`config.mk`:
```
export PLATFORM = sky130hd
export DESIGN_NAME = hsp_port
export DESIGN_NICKNAME = d
export VERILOG_FILES = /design/src/rtl/hsp_pkg.sv /design/src/rtl/hsp_sync.sv /design/src/rtl/hsp_strobe_det.sv /design/src/rtl/hsp_bufs.sv /design/src/rtl/hsp_port.sv
export SDC_FILE = /design/constraint.sdc
export NUM_CORES = 1
export LEC_CHECK = 0
export ABC_AREA = 1
export BUFFER_PORTS_ARGS = -buffer_cell sky130_fd_sc_hd__buf_2
export CELL_PAD_IN_SITES_DETAIL_PLACEMENT = 0
export CELL_PAD_IN_SITES_GLOBAL_PLACEMENT = 2
export CORE_ASPECT_RATIO = 1.4
export CORE_MARGIN = 5
export CORE_UTILIZATION = 34
export CTS_CLUSTER_DIAMETER = 150
export DETAILED_ROUTE_END_ITERATION = 10
export HOLD_SLACK_MARGIN = 0.1
export PLACE_DENSITY_LB_ADDON = 0.1
export SKIP_CTS_REPAIR_TIMING = 1
export SLEW_MARGIN = 20
export SYNTH_ARGS = -nofsm -noshare
export SYNTH_HDL_FRONTEND = slang
export SYNTH_SLANG_ARGS = --single-unit
```
`constraint.sdc`:
```
create_clock -name clk -period 1.5 [get_ports clk]
set_input_delay 0.3 -clock clk [delete_from_list [all_inputs] [get_ports clk]]
set_output_delay 0.3 -clock clk [all_outputs]
set_load 0.05 [all_outputs]
```
`src/rtl/hsp_pkg.sv`:
```
package hsp_pkg;
   typedef struct packed {
      logic cs_n;
      logic cd;
      logic rd_n;
      logic wr_n;
      logic ds_n;
      logic rw;
   } hsp_ctl_t;

   localparam int CTL_W = $bits(hsp_ctl_t);

   localparam hsp_ctl_t CTL_IDLE = '{cs_n: 1'b1, cd: 1'b0, rd_n: 1'b1,
                                     wr_n: 1'b1, ds_n: 1'b1, rw: 1'b1};

   typedef enum logic {STB_SPLIT = 1'b0, STB_DS = 1'b1} stb_mode_e;
endpackage

```
`src/rtl/hsp_sync.sv`:
```
module hsp_sync #(
   parameter int W      = 8,
   parameter int STAGES = 2,
   parameter logic [W-1:0] RST_VAL = '0
) (
   input  logic         clk,
   input  logic         rst_n,
   input  logic [W-1:0] d,
   output logic [W-1:0] q
);
   if (STAGES < 2) begin : g_bad_depth
      $error("hsp_sync: STAGES must be at least 2");
   end
   if (W < 1) begin : g_bad_width
      $error("hsp_sync: W must be at least 1");
   end

   logic [W-1:0] stg [STAGES];

   always_ff @(posedge clk or negedge rst_n) begin
      if (!rst_n) begin
         for (int i = 0; i < STAGES; i++) stg[i] <= RST_VAL;
      end else begin
         stg[0] <= d;
         for (int i = 1; i < STAGES; i++) stg[i] <= stg[i-1];
      end
   end

   assign q = stg[STAGES-1];
endmodule

```
`src/rtl/hsp_strobe_det.sv`:
```
module hsp_strobe_det
   import hsp_pkg::*;
#(
   parameter int DATA_W = 8
) (
   input  logic              clk,
   input  logic              rst_n,
   input  logic              mode_ds,
   input  hsp_ctl_t          ctl_s,
   input  logic [DATA_W-1:0] din_s,
   output logic              wr_done,
   output logic              rd_done,
   output logic [DATA_W-1:0] wr_byte,
   output logic              wr_cd
);
   hsp_ctl_t          prev_ctl;
   logic [DATA_W-1:0] prev_din;
   stb_mode_e         mode;
   logic              rd_rel, wr_rel, ds_rel;

   assign mode = stb_mode_e'(mode_ds);

   always_ff @(posedge clk or negedge rst_n) begin
      if (!rst_n) begin
         prev_ctl <= CTL_IDLE;
         prev_din <= '0;
      end else begin
         prev_ctl <= ctl_s;
         prev_din <= din_s;
      end
   end

   // release of a strobe seen in the clock domain; cs and direction from the low sample
   always_comb begin
      rd_rel = !prev_ctl.rd_n && ctl_s.rd_n;
      wr_rel = !prev_ctl.wr_n && ctl_s.wr_n;
      ds_rel = !prev_ctl.ds_n && ctl_s.ds_n;
      if (mode == STB_DS) begin
         rd_done = ds_rel &&  prev_ctl.rw && !prev_ctl.cs_n;
         wr_done = ds_rel && !prev_ctl.rw && !prev_ctl.cs_n;
      end else begin
         rd_done = rd_rel && !prev_ctl.cs_n;
         wr_done = wr_rel && !prev_ctl.cs_n;
      end
   end

   assign wr_byte = prev_din;
   assign wr_cd   = prev_ctl.cd;

   AST_RD_ONE_CYCLE: assert property (@(posedge clk) disable iff (!rst_n)
      rd_done |=> !rd_done);
   AST_WR_ONE_CYCLE: assert property (@(posedge clk) disable iff (!rst_n)
      wr_done |=> !wr_done);
endmodule

```
`src/rtl/hsp_bufs.sv`:
```
module hsp_bufs #(
   parameter int DATA_W = 8
) (
   input  logic              clk,
   input  logic              rst_n,
   input  logic              wr_done,
   input  logic [DATA_W-1:0] wr_byte,
   input  logic              wr_cd,
   input  logic              rd_done,
   input  logic              l_ibuf_rd,
   input  logic              l_obuf_wr,
   input  logic [DATA_W-1:0] l_obuf_wdata,
   output logic [DATA_W-1:0] ibuf_data,
   output logic              ibuf_cd,
   output logic              ibuf_full,
   output logic [DATA_W-1:0] obuf_data,
   output logic              obuf_full,
   output logic              status
);
   // input buffer: a master write wins over a local read in the same cycle
   always_ff @(posedge clk or negedge rst_n) begin
      if (!rst_n) begin
         ibuf_data <= '0;
         ibuf_cd   <= 1'b0;
         ibuf_full <= 1'b0;
      end else if (wr_done) begin
         ibuf_data <= wr_byte;
         ibuf_cd   <= wr_cd;
         ibuf_full <= 1'b1;
      end else if (l_ibuf_rd) begin
         ibuf_full <= 1'b0;
      end
   end

   // output buffer: a local load wins over a master read in the same cycle
   always_ff @(posedge clk or negedge rst_n) begin
      if (!rst_n) begin
         obuf_data <= '0;
         obuf_full <= 1'b0;
      end else if (l_obuf_wr) begin
         obuf_data <= l_obuf_wdata;
         obuf_full <= 1'b1;
      end else if (rd_done) begin
         obuf_full <= 1'b0;
      end
   end

   always_ff @(posedge clk or negedge rst_n) begin
      if (!rst_n)                   status <= 1'b0;
      else if (wr_done || l_obuf_wr) status <= 1'b1;
      else if (rd_done)             status <= 1'b0;
   end

   AST_IBF_SET: assert property (@(posedge clk) disable iff (!rst_n)
      wr_done |=> ibuf_full);
   AST_IBF_HOLD: assert property (@(posedge clk) disable iff (!rst_n)
      (ibuf_full && !wr_done && !l_ibuf_rd) |=> (ibuf_full && $stable(ibuf_data)));
   AST_OBF_CLR: assert property (@(posedge clk) disable iff (!rst_n)
      (rd_done && !l_obuf_wr) |=> (!obuf_full && !status));
   AST_STS_WR: assert property (@(posedge clk) disable iff (!rst_n)
      (wr_done || l_obuf_wr) |=> status);
endmodule

```
`src/rtl/hsp_port.sv`:
```
module hsp_port
   import hsp_pkg::*;
#(
   parameter int DATA_W      = 8,
   parameter int SYNC_STAGES = 2
) (
   input  logic              clk,
   input  logic              rst_n,
   input  logic              mode_ds,
   input  logic              m_cs_n,
   input  logic              m_cd,
   input  logic              m_rd_n,
   input  logic              m_wr_n,
   input  logic              m_ds_n,
   input  logic              m_rw,
   input  logic [DATA_W-1:0] m_din,
   output logic [DATA_W-1:0] m_dout,
   output logic              m_doe,
   output logic              status,
   input  logic              l_ibuf_rd,
   output logic [DATA_W-1:0] l_ibuf_data,
   output logic              l_ibuf_cd,
   output logic              l_ibuf_full,
   input  logic              l_obuf_wr,
   input  logic [DATA_W-1:0] l_obuf_wdata,
   output logic              l_obuf_full
);
   if (DATA_W < 1) begin : g_bad_dw
      $error("hsp_port: DATA_W must be at least 1");
   end
   if (SYNC_STAGES < 2) begin : g_bad_sync
      $error("hsp_port: SYNC_STAGES must be at least 2");
   end

   hsp_ctl_t          ctl_raw, ctl_s;
   logic [CTL_W-1:0]  ctl_s_vec;
   logic [DATA_W-1:0] din_s, wr_byte, obuf_data;
   logic              wr_done, rd_done, wr_cd, rd_live;

   assign ctl_raw = '{cs_n: m_cs_n, cd: m_cd, rd_n: m_rd_n,
                      wr_n: m_wr_n, ds_n: m_ds_n, rw: m_rw};

   hsp_sync #(.W(CTL_W), .STAGES(SYNC_STAGES), .RST_VAL(CTL_IDLE)) u_sync_ctl (
      .clk(clk), .rst_n(rst_n), .d(ctl_raw), .q(ctl_s_vec));
   assign ctl_s = hsp_ctl_t'(ctl_s_vec);

   // data delayed by the same depth so it lines up with the strobe samples
   hsp_sync #(.W(DATA_W), .STAGES(SYNC_STAGES), .RST_VAL('0)) u_sync_dat (
      .clk(clk), .rst_n(rst_n), .d(m_din), .q(din_s));

   hsp_strobe_det #(.DATA_W(DATA_W)) u_det (
      .clk(clk), .rst_n(rst_n), .mode_ds(mode_ds), .ctl_s(ctl_s), .din_s(din_s),
      .wr_done(wr_done), .rd_done(rd_done), .wr_byte(wr_byte), .wr_cd(wr_cd));

   hsp_bufs #(.DATA_W(DATA_W)) u_bufs (
      .clk(clk), .rst_n(rst_n), .wr_done(wr_done), .wr_byte(wr_byte), .wr_cd(wr_cd),
      .rd_done(rd_done), .l_ibuf_rd(l_ibuf_rd), .l_obuf_wr(l_obuf_wr),
      .l_obuf_wdata(l_obuf_wdata), .ibuf_data(l_ibuf_data), .ibuf_cd(l_ibuf_cd),
      .ibuf_full(l_ibuf_full), .obuf_data(obuf_data), .obuf_full(l_obuf_full),
      .status(status));

   // bus drive follows the raw pins so data is on the bus within the strobe
   always_comb begin
      if (stb_mode_e'(mode_ds) == STB_DS) rd_live = !m_ds_n && m_rw;
      else                                rd_live = !m_rd_n;
   end
   assign m_doe  = !m_cs_n && rd_live;
   assign m_dout = m_doe ? obuf_data : '0;

   AST_DOE_RESET: assert property (@(posedge clk) disable iff (!rst_n)
      $rose(m_doe) |-> !m_cs_n);
endmodule

```
==> impl_metrics.json <==
{
  "reg2reg_to": "u_bufs.ibuf_data[7]",
  "post-dp-hpwl_um": 2320,
  "drc": 0,
  "grt_pass1_wl_um": 5930,
  "final_cell_area_um2": 2680,
  "antenna_cells": 0,
  "grt_usage_pct": 11.0,
  "yosys_warnings": 0,
  "clk_pin_slew_ns": 0.06,
  "crit_cells": 7,
  "yosys.area.top_type_share_pct": 59.7,
  "syn2layout_area_growth_pct": 36.1,
  "nets": 250,
  "crit_arrival_ns": 1.12,
  "cts.sinks": 62,
  "gp_congestion": 0.733,
  "vias": 1237,
  "die_x_um": 74.3,
  "post_synth_num_cell_types": 15,
  "grt_pass1_vias": 1255,
  "holdWs_ns": 0.0826,
  "critPathCaptureType": "output port",
  "path_delay_family": "simple AND/OR/NAND/NOR gates",
  "critPathSlowestCell": "buf_6",
  "synth.avg_cell_area_um2": 13.0,
  "critical_path.most_common_cell": "nor2_1",
  "cts_made_buffers": 9,
  "clkLatencyLatePin_ns": 0.33,
  "synth_cells": 152,
  "post-route-min-period_ns": 1.42,
  "cap_violations": 0,
  "ff2ff_setup_slack_ns": 0.29,
  "rsz0062_at_grt": "true",
  "die_y_um": 100,
  "drtIter0Drc": 62,
  "skew_ns": 0.00464,
  "final.setup.tns_ns": 0,
  "die-area_um2": 7440,
  "drt-total-wl_um": 3480,
  "synthesis.nets": 179,
  "grt_remaining_overflow": 0,
  "yosysSeqAreaShare_pct": 79.7,
  "hold_viol": 0,
  "ys_ff_latch": 62,
  "initial_core_util_pct": 35.4,
  "cts_max_path_buffers": 2,
  "crit_end": "m_dout[3]",
  "crit_start": "mode_ds",
  "hold_path_class": "in -> reg",
  "cts_tree": "done",
  "core_um2": 5570,
  "rows": 32,
  "antenna_left": 0,
  "path_buf_inv": 3,
  "ir_worst_vdd_uv": 657,
  "path_class": "in -> out",
  "slew_violations": 0,
  "ios": 48,
  "worst_pin_slew_ns": 0.319,
  "htreeDepth": 3,
  "regToRegStartpoint": "u_sync_ctl.q[2]",
  "firstDrtPassIters": 3,
  "io_buffers": 47,
  "yosys.area.top_type": "dfrtp_1",
  "cpPeakStageDelay_ns": 0.18,
  "rr_worst_depth": 5,
  "grt_max_degree": 63,
  "finalCritPeriodShare_pct": 95.0,
  "synth_area_leaders": "dfrtp_1, dfstp_2, nand2_1, inv_1, nand3_1",
  "cellLeakagePower_nw": 1.33,
  "outcome": "complete, no violations",
  "path_cells": "buf_2 > inv_2 > a21oi_1 > nor2_1 > nand2_2 > nor2_1 > buf_6",
  "viasPerCell": 4.18,
  "setup_viol": 0,
  "fmaxAchievable_mhz": 702,
  "cp_max_fo": 9,
  "nFillCells": 534,
  "cts_root_buffer": "clkbuf_8",
  "synth.cell_area_um2": 1970,
  "crit_required_ns": 1.20,
  "relSlewSlack_pct": 78.7,
  "cp-start-kind": "primary input",
  "power_density_nw_per_um2": 1410,
  "place_area_um2": 2290,
  "wire_per_inst_um": 11.8,
  "antenna_found_initial": 0,
  "layout-drive-gt1-share_pct": 37.3
}
## worst reg2reg max path, delay by kind of cell, from the launching register on
family | cells | cell delay, ns
compound gates | 1 | 0.19
flops | 1 | 0.53
simple gates | 4 | 0.39
## metrics by stage
| step | setup slack (ns) | instances | power (mW) | utilization [%] |
|---|---|---|---|---|
| final | 0.0756 | 296 | 3.79 | 48.2 |
| after global routing | -0.0299 | 296 | 4.00 | 48.2 |
| after floorplan | -0.0699 | 152 | 2.20 | - |
| after detailed placement | 0.0159 | 266 | 2.37 | 41.2 |
| after global placement | 0.0336 | 266 | 2.36 | 41.2 |
| after CTS | 0.0115 | 282 | 3.82 | 44.7 |
## per-layer routing
layer  GRT usage [%]  part of all wire, %  vias to the layer above  wire length [µm]
met5               0                    0                        -                 0
met4            7.40                  3.2                        0               110
met3            5.91                  9.0                       11               314
met2            14.8                   48                       41              1660
met1            13.5                   40                      572              1400
li1                -                    -                      613                 -
## final cells by class
| type | instances | area, µm² | area share [%] |
|---|---|---|---|
| Sequential cell | 62 | 1570 | 58.5 |
| Timing Repair Buffer | 64 | 460 | 17.2 |
| Multi-Input combinational cell | 70 | 310 | 11.6 |
| Clock buffer | 9 | 124 | 4.62 |
| Tap cell | 68 | 85.1 | 3.17 |
| Clock inverter | 7 | 72.6 | 2.71 |
| Inverter | 16 | 60.1 | 2.24 |
## sequential cells by signal (all words and copies together), names as in the netlist, 5 cells and up
name	flops
u_bufs.obuf_data	8
u_bufs.ibuf_data	8
u_sync_dat.stg	8
u_sync_ctl.stg	6
u_sync_dat.q	8
u_sync_ctl.q	6
u_det.prev_ctl	5
u_det.wr_byte	8
## where the power goes
group | leakage, nW | switching (mW) | internal [mW]
Combinational | 0.524 | 0.365 | 0.150
Sequential | 0.713 | 0.0451 | 1.81
Clock | 0.0976 | 0.652 | 0.771
## Yosys cell counts (all sizes together)
library cell and instances:
dfstp 15, nor2 9, o21ai 10, clkbuf 1, dfrtp 47, nand3 10, nand3b 2, nand2 36
a21oi 3, buf 3, inv 16
## layout by cell type, fill, tap and decap left out, drive strengths merged
cell type,count
nand3,10
nand2,36
clkinv,3
clkbuf,9
dlygate4sd3,14
nand3b,2
buf,50
dfstp,15
bufinv,1
nor2,9
dfrtp,47
a21oi,3
o21ai,10
clkinvlp,1
inv,18
## logic make-up (layout without fill, tap and decap cells)
family / count (synthesis) / count (layout) / synth area share [%]
buf+inv: 20 / 96 / 4.70
compound gates: 13 / 13 / 3.49
flops: 62 / 62 / 79.7
simple gates: 57 / 57 / 12.1
## worst min path at each step
stage | depth (start not counted) | endpoint | slack [ns] | start
floorplan | 0 | u_bufs.ibuf_cd | 0.004 | rst_n
global route | 1 | u_sync_ctl.stg[11] | 0.06 | m_cs_n
finish | 1 | u_sync_ctl.stg[11] | 0.08 | m_cs_n
CTS | 2 | u_bufs.obuf_data[7] | -0.04 | rst_n
detailed placement | 2 | u_bufs.obuf_data[7] | 0.33 | rst_n
global placement | 2 | u_bufs.ibuf_full | 0.33 | rst_n
Note: power is estimated with default switching activity, not from simulation.
